`config.mk`:
```
export PLATFORM = sky130hd
export DESIGN_NAME = reg_scoreboard
export DESIGN_NICKNAME = d
export VERILOG_FILES = /design/src/rtl/sb_pkg.sv /design/src/rtl/sb_release_line.sv /design/src/rtl/sb_hazard.sv /design/src/rtl/sb_reg_table.sv /design/src/rtl/reg_scoreboard.sv
export SDC_FILE = /design/constraint.sdc
export NUM_CORES = 1
export LEC_CHECK = 0
export BUFFER_PORTS_ARGS = -buffer_cell sky130_fd_sc_hd__buf_2
export CAP_MARGIN = 20
export CORE_MARGIN = 1
export CORE_UTILIZATION = 40
export DETAILED_ROUTE_END_ITERATION = 6
export SYNTH_ARGS = -nofsm -noshare
export SYNTH_HDL_FRONTEND = slang
export SYNTH_SLANG_ARGS = --single-unit
```
`constraint.sdc`:
```
create_clock -name clk -period 4.48 [get_ports clk]
set_input_delay 0.896 -clock clk [delete_from_list [all_inputs] [get_ports clk]]
set_output_delay 0.896 -clock clk [all_outputs]
set_load 0.01 [all_outputs]
```
`src/rtl/sb_pkg.sv`:
```
package sb_pkg;
    localparam int NUM_REGS = 9;
    localparam int IDX_W    = 4;
    localparam int ADD_LAT  = 2;
    localparam int MUL_LAT  = ADD_LAT + 1;

    typedef logic [IDX_W-1:0]    ridx_t;
    typedef logic [NUM_REGS-1:0] rmask_t;

    typedef enum logic [1:0] {
        OP_ADD = 2'd0,
        OP_SUB = 2'd1,
        OP_MUL = 2'd2,
        OP_RSV = 2'd3
    } op_e;

    typedef struct packed {
        logic  vld;
        ridx_t src_a;
        ridx_t src_b;
        ridx_t dst;
    } uop_t;

    function automatic rmask_t reg_sel(input ridx_t idx);
        rmask_t v;
        v = '0;
        for (int i = 0; i < NUM_REGS; i++) begin
            if (idx == ridx_t'(i)) v[i] = 1'b1;
        end
        return v;
    endfunction

    function automatic rmask_t src_mask(input uop_t u);
        return u.vld ? (reg_sel(u.src_a) | reg_sel(u.src_b)) : '0;
    endfunction

    function automatic rmask_t dst_mask(input uop_t u);
        return u.vld ? reg_sel(u.dst) : '0;
    endfunction
endpackage

```
`src/rtl/sb_release_line.sv`:
```
module sb_release_line
    import sb_pkg::*;
#(
    parameter int DEPTH = 2
) (
    input  logic clk,
    input  logic rst,
    input  uop_t push,
    output uop_t rel
);
    uop_t stage_q [DEPTH];

    always_ff @(posedge clk) begin
        if (rst) begin
            for (int i = 0; i < DEPTH; i++) stage_q[i] <= '0;
        end else begin
            for (int i = 0; i < DEPTH - 1; i++) stage_q[i] <= stage_q[i+1];
            stage_q[DEPTH-1] <= push;
        end
    end

    assign rel = stage_q[0];
endmodule

```
`src/rtl/sb_hazard.sv`:
```
module sb_hazard
    import sb_pkg::*;
(
    input  uop_t   req,
    input  rmask_t wr_pend,
    input  rmask_t rd_busy,
    input  logic   at_cap,
    output logic   raw,
    output logic   war,
    output logic   waw,
    output logic   full
);
    rmask_t s_m, d_m;

    always_comb begin
        s_m  = src_mask(req);
        d_m  = dst_mask(req);
        raw  = |(s_m & wr_pend);
        war  = |(d_m & rd_busy);
        waw  = |(d_m & wr_pend);
        full = req.vld & at_cap;
    end
endmodule

```
`src/rtl/sb_reg_table.sv`:
```
module sb_reg_table
    import sb_pkg::*;
#(
    parameter int CNT_W = 4
) (
    input  logic                      clk,
    input  logic                      rst,
    input  rmask_t                    inc,
    input  rmask_t                    dec_a,
    input  rmask_t                    dec_b,
    input  rmask_t                    set_w,
    input  rmask_t                    clr_w,
    output logic [NUM_REGS*CNT_W-1:0] cnt_flat,
    output rmask_t                    rd_busy,
    output rmask_t                    wr_pend
);
    for (genvar r = 0; r < NUM_REGS; r++) begin : g_reg
        logic [CNT_W-1:0] cnt_q;
        logic [CNT_W-1:0] cnt_d;
        logic             wr_q;

        always_comb begin
            cnt_d = cnt_q + CNT_W'(inc[r]) - CNT_W'(dec_a[r]) - CNT_W'(dec_b[r]);
        end

        always_ff @(posedge clk) begin
            if (rst) begin
                cnt_q <= '0;
                wr_q  <= 1'b0;
            end else begin
                cnt_q <= cnt_d;
                if (set_w[r])      wr_q <= 1'b1;
                else if (clr_w[r]) wr_q <= 1'b0;
            end
        end

        assign cnt_flat[r*CNT_W +: CNT_W] = cnt_q;
        assign rd_busy[r] = (cnt_q != '0);
        assign wr_pend[r] = wr_q;

        // a counter at its ceiling never takes an unbalanced increment
        p_no_overflow_r11: assert property (@(posedge clk) disable iff (rst)
            (cnt_q == '1) |-> !(inc[r] && !dec_a[r] && !dec_b[r]));
        // releases never remove more readers than are recorded
        p_no_underflow_r9: assert property (@(posedge clk) disable iff (rst)
            ($countones({dec_a[r], dec_b[r]}) <= int'(cnt_q) + int'(inc[r])));
        // a second writer is never recorded on a pending register
        p_single_writer_r5: assert property (@(posedge clk) disable iff (rst)
            set_w[r] |-> !wr_q);
        // a release only clears a write that is actually pending
        p_clear_owned_r7: assert property (@(posedge clk) disable iff (rst)
            clr_w[r] |-> wr_q);
    end
endmodule

```
`src/rtl/reg_scoreboard.sv`:
```
module reg_scoreboard
    import sb_pkg::*;
#(
    parameter int CNT_W        = 4,
    parameter int MAX_INFLIGHT = 15,
    localparam int IF_W        = $clog2(MAX_INFLIGHT + 1)
) (
    input  logic                              clk,
    input  logic                              rst,
    input  logic                              req_valid,
    input  logic [1:0]                        req_op,
    input  logic [IDX_W-1:0]                  req_src_a,
    input  logic [IDX_W-1:0]                  req_src_b,
    input  logic [IDX_W-1:0]                  req_dst,
    output logic                              issue_go,
    output logic                              stall_raw,
    output logic                              stall_war,
    output logic                              stall_waw,
    output logic                              stall_full,
    output logic [NUM_REGS-1:0]               wr_pend,
    output logic [NUM_REGS*CNT_W-1:0]         rd_cnt_flat,
    output logic [IF_W-1:0]                   inflight
);
    uop_t   req_u, push_add, push_mul, rel_add, rel_mul;
    logic   is_mul, at_cap;
    rmask_t rd_busy, inc_m, dec_a_m, dec_b_m, set_m, clr_m;
    logic [IF_W-1:0] inflight_q;

    always_comb begin
        req_u  = '{vld: req_valid, src_a: req_src_a, src_b: req_src_b, dst: req_dst};
        is_mul = (op_e'(req_op) == OP_MUL);
        at_cap = (inflight_q >= IF_W'(MAX_INFLIGHT));
    end

    sb_hazard u_hazard (
        .req     (req_u),
        .wr_pend (wr_pend),
        .rd_busy (rd_busy),
        .at_cap  (at_cap),
        .raw     (stall_raw),
        .war     (stall_war),
        .waw     (stall_waw),
        .full    (stall_full)
    );

    assign issue_go = req_valid & ~(stall_raw | stall_war | stall_waw | stall_full);

    always_comb begin
        push_add = (issue_go && !is_mul) ? req_u : '0;
        push_mul = (issue_go &&  is_mul) ? req_u : '0;
        inc_m    = issue_go ? src_mask(req_u) : '0;
        set_m    = issue_go ? dst_mask(req_u) : '0;
        dec_a_m  = src_mask(rel_add);
        dec_b_m  = src_mask(rel_mul);
        clr_m    = dst_mask(rel_add) | dst_mask(rel_mul);
    end

    sb_release_line #(.DEPTH(ADD_LAT)) u_add_line (
        .clk (clk), .rst (rst), .push (push_add), .rel (rel_add)
    );

    sb_release_line #(.DEPTH(MUL_LAT)) u_mul_line (
        .clk (clk), .rst (rst), .push (push_mul), .rel (rel_mul)
    );

    sb_reg_table #(.CNT_W(CNT_W)) u_table (
        .clk      (clk),
        .rst      (rst),
        .inc      (inc_m),
        .dec_a    (dec_a_m),
        .dec_b    (dec_b_m),
        .set_w    (set_m),
        .clr_w    (clr_m),
        .cnt_flat (rd_cnt_flat),
        .rd_busy  (rd_busy),
        .wr_pend  (wr_pend)
    );

    always_ff @(posedge clk) begin
        if (rst) inflight_q <= '0;
        else     inflight_q <= inflight_q + IF_W'(issue_go)
                               - IF_W'(rel_add.vld) - IF_W'(rel_mul.vld);
    end

    assign inflight = inflight_q;

    // the in-flight count never passes its limit
    p_inflight_cap_r11: assert property (@(posedge clk) disable iff (rst)
        inflight_q <= IF_W'(MAX_INFLIGHT));

    for (genvar r = 0; r < NUM_REGS; r++) begin : g_chk
        // add/sub holds its destination two cycles, clear in the third
        p_add_hold_r7: assert property (@(posedge clk) disable iff (rst)
            (issue_go && !is_mul && req_dst == ridx_t'(r))
            |=> wr_pend[r] ##1 wr_pend[r] ##1 !wr_pend[r]);
        // multiply holds its destination one cycle longer
        p_mul_hold_r8: assert property (@(posedge clk) disable iff (rst)
            (issue_go && is_mul && req_dst == ridx_t'(r))
            |=> wr_pend[r] ##1 wr_pend[r] ##1 wr_pend[r] ##1 !wr_pend[r]);
    end
endmodule

```
**Word level (Yosys, flattened, before mapping)**

Memories as Yosys holds them, arrays and structs flattened.
Cells that the tools add are included.

- Bits of input ports: 17
- Bits in writable memories: 65
- Bits in registers: 49
- Memories kept: 2
- Output and inout bits: 54
- Word-level logic and storage cells: 293

- Eq/ne operators: 73
- Bitwise operators: 18
- $add $sub $neg: 30
- Order comparisons: 1
- Reductions and logical operators: 33
- Mux-type cells: 117

Memory list:

| memory | words | bits a word | read ports | clocked after memory_dff | wr ports | line | text |
|---|---|---|---|---|---|---|---|
| u_mul_line.stage_q | 3 | 13 | 3 | 0 | 3 | sb_release_line.sv:11 | `uop_t stage_q [DEPTH];` |
| u_add_line.stage_q | 2 | 13 | 2 | 0 | 2 | sb_release_line.sv:11 |  |

Operators by type and width:

| kind | number |
|---|---|
| 4-bit by 3-bit equality test with 1-bit output, second input constant | 36 |
| 1-bit two-way mux | 102 |
| 13-bit two-way mux | 7 |
| 4-bit by 1-bit subtractor with 4-bit output | 20 |
| 4-bit by 2-bit equality test with 1-bit output, second input constant | 18 |
| 9-bit two-way mux | 8 |
| 4-bit by 1-bit adder with 4-bit output | 10 |
| 4-bit by 1-bit equality test with 1-bit output, second input constant | 9 |
| 4-bit equality test, second input constant | 9 |
| 4-bit logical NOT | 9 |
| 9-bit bitwise OR | 4 |
| 4-bit nonzero test | 9 |
| 9-bit bitwise AND | 3 |
| 9-bit OR reduction | 3 |
| 2-bit nonzero test | 9 |
| 1-bit bitwise OR | 8 |
| 4-bit greater-or-equal comparator, second input constant | 1 |
| 1-bit bitwise AND | 2 |
| 2-bit equality test, second input constant | 1 |
| 1-bit logical AND | 2 |
| 1-bit logical NOT | 1 |
| 1-bit NOT | 1 |

**Logic depth before layout (Yosys ltp)**

- Depth after elaboration: 15
- Mapped depth: 16
- Mapped depth without buffers: 15

**Cells and area by module**

A second synthesis with hierarchy kept.

- Cell total of the unflattened synthesis: 706
- Area, all modules: 6750.2 um^2

By module, submodules not included:

| module | seq. area each (um^2) | instances | area an instance (um^2) | cells an instance |
|---|---|---|---|---|
| sb_reg_table | 900.9 | 1 | 2685.1 | 275 |
| reg_scoreboard | 80.1 | 1 | 1646.6 | 201 |
| sb_release_line at u_mul_line | 780.7 | 1 | 1172.4 | 95 |
| sb_release_line at u_add_line | 520.5 | 1 | 798.3 | 67 |
| sb_hazard | 0.0 | 1 | 447.9 | 68 |

**Worst setup path before layout**

No wires, ideal clock.

- Path kind: in2reg
- Start: input req_dst[2]
- End: register u_table.g_reg[4].cnt_q[3]
- Data arrival time: 3784 ps
- Data required time: 4352 ps
- Setup time: 128 ps
- Path slack: 568 ps
- Buffers on the path: 3
- Cell stages on the path: 15
- Cells stage by stage: buf_2 nand4bb_1 o22ai_1 nor4_2 buf_2 and3_1 buf_2 o211ai_1 fa_1 inv_1 ha_1 ha_1 fa_1 xor2_1 nor2_1

- Cells in the longest elaborated chain, start to end: 14
- Elaborated cells between the ends (all ways): 32
- Classes of those cells: 3 x add/sub; 8 x eq/ne; 11 x mux; 7 x bitwise; 3 x reduce/logical

RTL lines:

| what | line | text |
|---|---|---|
| start: declaration | reg_scoreboard.sv:14 | `input logic [IDX_W-1:0] req_dst,` |
| 4-bit by 1-bit equality test with 1-bit output (tied with other cells) | sb_pkg.sv:28 | `if (idx == ridx_t'(i)) v[i] = 1'b1;` |
| 1-bit two-way mux | sb_pkg.sv:28 |  |
| 9-bit two-way mux * | sb_pkg.sv:38 | `return u.vld ? reg_sel(u.dst) : '0;` |
| 9-bit bitwise AND | sb_hazard.sv:19 | `war = \|(d_m & rd_busy);` |
| 9-bit OR reduction | sb_hazard.sv:19 |  |
| 1-bit bitwise OR | reg_scoreboard.sv:46 | `assign issue_go = req_valid & ~(stall_raw \| stall_war \| stall_waw \| stall_full);` |
| 1-bit bitwise OR * (2 in series) | reg_scoreboard.sv:46 |  |
| 1-bit NOT * | reg_scoreboard.sv:46 |  |
| 1-bit bitwise AND * | reg_scoreboard.sv:46 |  |
| 9-bit two-way mux * | reg_scoreboard.sv:51 | `inc_m = issue_go ? src_mask(req_u) : '0;` |
| 4-bit by 1-bit adder with 4-bit output * | sb_reg_table.sv:23 | `cnt_d = cnt_q + CNT_W'(inc[r]) - CNT_W'(dec_a[r]) - CNT_W'(dec_b[r]);` |
| 4-bit by 1-bit subtractor with 4-bit output * (2 in series) | sb_reg_table.sv:23 |  |
| end signal: assignment | sb_reg_table.sv:31 | `cnt_q <= cnt_d;` |
| end: declaration | sb_reg_table.sv:18 | `logic [CNT_W-1:0] cnt_q;` |

Mark *: on every way between the ends. The rest lies on a longest branch, timed or not.
A chain may end at the register's enable or synchronous reset.

**Worst setup path after layout**

- Start: input req_dst[1]
- End: register u_table.g_reg[8].cnt_q[3]

- Cells in the longest elaborated chain, start to end: 14
- Elaborated cells between the ends (all ways): 32
- Classes of those cells: 3 x add/sub; 8 x eq/ne; 11 x mux; 7 x bitwise; 3 x reduce/logical

RTL lines:

| what | line |
|---|---|
| 4-bit by 1-bit equality test with 1-bit output (tied with other cells) | sb_pkg.sv:28 |
| 1-bit two-way mux | sb_pkg.sv:28 |
| 9-bit two-way mux * | sb_pkg.sv:38 |
| 9-bit bitwise AND | sb_hazard.sv:19 |
| 9-bit OR reduction | sb_hazard.sv:19 |
| 1-bit bitwise OR | reg_scoreboard.sv:46 |
| 1-bit bitwise OR * (2 in series) | reg_scoreboard.sv:46 |
| 1-bit NOT * | reg_scoreboard.sv:46 |
| 1-bit bitwise AND * | reg_scoreboard.sv:46 |
| 9-bit two-way mux * | reg_scoreboard.sv:51 |
| 4-bit by 1-bit adder with 4-bit output * | sb_reg_table.sv:23 |
| 4-bit by 1-bit subtractor with 4-bit output * (2 in series) | sb_reg_table.sv:23 |
| end signal: assignment | sb_reg_table.sv:31 |
| end: declaration | sb_reg_table.sv:18 |

Marks and branches as above.

==> key figures <==
Placement
  – IO Port Bufs: 70
  – Setup WS pre-CTS: 0.189 ns
  – GPL Wtd Cong: 0.940
  – Placement Cell Area: 6380 µm²
  – DPL Wire Length: 10500 µm

Power
  – Clk network pwr share: 0.518
  – Internal Power: 2.01 mW
  – Power Density: 378 nW/µm²
  – Sequential share of power: 0.405
  – Peak VDD IR: 244 µV
  – Sw power: 627 µW
  – Combinational power share: 0.077
  – Leakage: 3.01 nW
  – Switching fraction of total power: 0.238

Yosys
  – YS warnings: 0
  – Cells after synthesis: 637
  – Count leader, synth: dfxtp_1
  – Library cells used by synthesis: 50
  – Post-synth EDFFs: 0
  – Synth top area cells: dfxtp_1, ha_1, nor2b_1
  – Avg Inst Size Synth: 9.35 µm²
  – Syn Nets: 714
  – Synthesized flop and latch total: 114
  – Post-synth ARST share: 0
  – Sequential area share after synthesis: 0.383
  – Dominant cell type by area after synthesis: dfxtp_1
  – Synth top cells by count: dfxtp_1, nor2b_1, inv_1, ha_1, nand2_1
  – Share of the synthesized area in the top cell type: 0.383
  – Synthesized area: 5960 µm²
  – Top_reg_cell synth: dfxtp_1

Clock network
  – Htree depth: 4
  – Clock Pin Slew Worst Setup and Hold Paths: 0.06 ns
  – CTS Buffer Depth: 2
  – CTS tree: built
  – Cts repair resizes: 0
  – Post-CTS Setup Inserts: 0
  – Clock Latency Late Sink: 0.41 ns
  – Clock Tree Root: clkbuf_16
  – TritonCTS buffer count: 17
  – Hold_buf cts: 0
  – Clk sinks: 114

Detailed routing
  – TritonRoute pass-1 iters: 5
  – Via Count: 4618
  – WL per Instance: 15.8 µm
  – Mean number of vias per cell: 5.17
  – DRT Wirelength: 14100 µm
  – Post-route ant nets: 0
  – DRC viols: 0
  – 1st-iter DRT viols: 330

Global routing
  – Largest net degree at the start of global routing: 80
  – GRT Total Usage: 0.196
  – Vias in the first global route: 4488
  – First-pass GRT wire length: 22400 µm
  – Initial antenna violation count: 1
  – GR Overflow Total: 0

Run status
  – Status: completed

Timing
  – Final Hold Fails: 0
  – Layout Skew: 0.00703 ns
  – Fmax achieved: 255 MHz
  – Worst slew pin tran: 0.966 ns
  – Setup_tns: 0 ns
  – Count of final setup violators: 0
  – RSZ-0062 raised after global routing: false
  – Tmin final: 3.92 ns
  – Worst slew margin: 0.354
  – Hold Slack: 0.431 ns
  – Max-slew violations: 0
  – Final clock period utilization by the worst path: 0.875
  – Final worst slack: 0.559 ns

Run
  – # Max-Cap Violations: 0

Floorplan
  – Initial Util: 0.410
  – Die Ht: 124 µm
  – Rows: 44
  – Ports: 71
  – Die area: 15400 µm²
  – Core ar.: 14500 µm²
  – Die width: 124 µm

Setup path
  – Worst setup path class: in2reg
  – Data required time of the critical path: 4.75 ns
  – CP Launch Type: input port
  – CP max FO: 14
  – Setup crit end kind: flip-flop
  – Arrival time at the worst endpoint: 4.20 ns

Layout
  – Fill cells: 1385
  – Share of cells above drive strength 1: 0.194
  – Fin area: 6980 µm²
  – Synth-to-Final Area Change: 17.2%
  – Layout Nets: 773
  – Final core utilization: 0.480

Min path
  – Min-Delay Path Class: reg2reg
## state kept, by name, indices dropped and copies added, names as in the netlist
name	flops
u_mul_line.stage_q	39
inflight	4
u_table.g.wr_q	9
u_table.g.cnt_q	36
u_add_line.stage_q	26
## logic make-up after synthesis
kind of cell             count (synthesis)  synth area share
adder cells (fa/ha/maj)                 60             0.151
flip-flops                             114             0.383
multiplexers                             4           0.00672
AO/OA/AOI/OAI                           55            0.0639
XOR/XNOR                                10            0.0147
AND/OR/NAND/NOR                        293             0.303
buffers and inverters                  101            0.0771
## power groups by stage
stage                     clock network [mW]  logic [mW]  registers [mW]
after floorplan                            0       0.132            1.09
after global placement                     0       0.201            1.09
after detailed placement                   0       0.204            1.09
after CTS                               1.39       0.206            1.07
after global routing                    1.43       0.228            1.07
final                                   1.37       0.204            1.07
## metal layers
metal  up-vias  track usage  routed length (µm)
met1      2188        0.246                6370
met4         0       0.0967                 456
met5         -            0                   0
met2       130        0.316                6610
met3        33       0.0467                 657
li1       2267            -                   -
## layout by cell type, fill, tap and decap left out, types with 4 or more instances in the layout
cell type,instances
xor2_1,4
nor4b_1,9
nor2b_1,80
fa_1,20
xnor2_1,6
o22ai_1,11
o21a_1,13
clkbuf_16,17
dfxtp_1,114
nand3b_1,5
nor3_1,27
mux2i_1,4
clkinv_2,4
nand2_1,32
nand2b_1,20
nand3_1,11
a211oi_1,5
buf_2,69
nand4b_1,6
and2_1,8
ha_1,40
buf_4,9
o21ai_0,12
inv_1,63
nand4_1,13
o211ai_1,4
nor2_1,28
nor4_1,13
nor3_2,20
## through the flow
stage,power [mW],instances
after detailed placement,1.29,861
after CTS,2.67,892
after global routing,2.73,893
after floorplan,1.22,637
final,2.64,893
after global placement,1.29,861
## critical path, cell delays in order
cell and delay (ns):
buf_2 0.26, or2_1 0.31, nor4b_1 0.13, nor4_2 0.47
and3_1 0.39, o211ai_1 0.21, fa_1 0.42, ha_1 0.28
inv_1 0.04, ha_1 0.20, fa_1 0.38, xor2_1 0.16
nor2_1 0.05
## final timing paths
path                                                start                   endpoint  slack (ns)  depth (start not counted)
worst max-delay path                           req_dst[1]  u_table.g_reg[8].cnt_q[3]        0.56                         13
worst min-delay path            u_mul_line.stage_q[0][21]   u_mul_line.stage_q[0][8]        0.43                          1
worst max register to register  u_table.g_reg[3].cnt_q[2]  u_table.g_reg[8].cnt_q[3]        0.64                         14
worst min register to register  u_mul_line.stage_q[0][21]   u_mul_line.stage_q[0][8]        0.43                          1
## final cells by class
cell class | instances | area, µm² | share of cell area
Antenna cell | 1 | 2.50 | 0.000359
Sequential cell | 114 | 2280 | 0.327
Timing Repair Buffer | 78 | 413 | 0.0592
Clock inverter | 13 | 160 | 0.0230
Inverter | 63 | 236 | 0.0339
Tap cell | 184 | 230 | 0.0330
Clock buffer | 18 | 439 | 0.0629
Multi-Input combinational cell | 422 | 3210 | 0.461
Power figures use the tool's default switching activity.
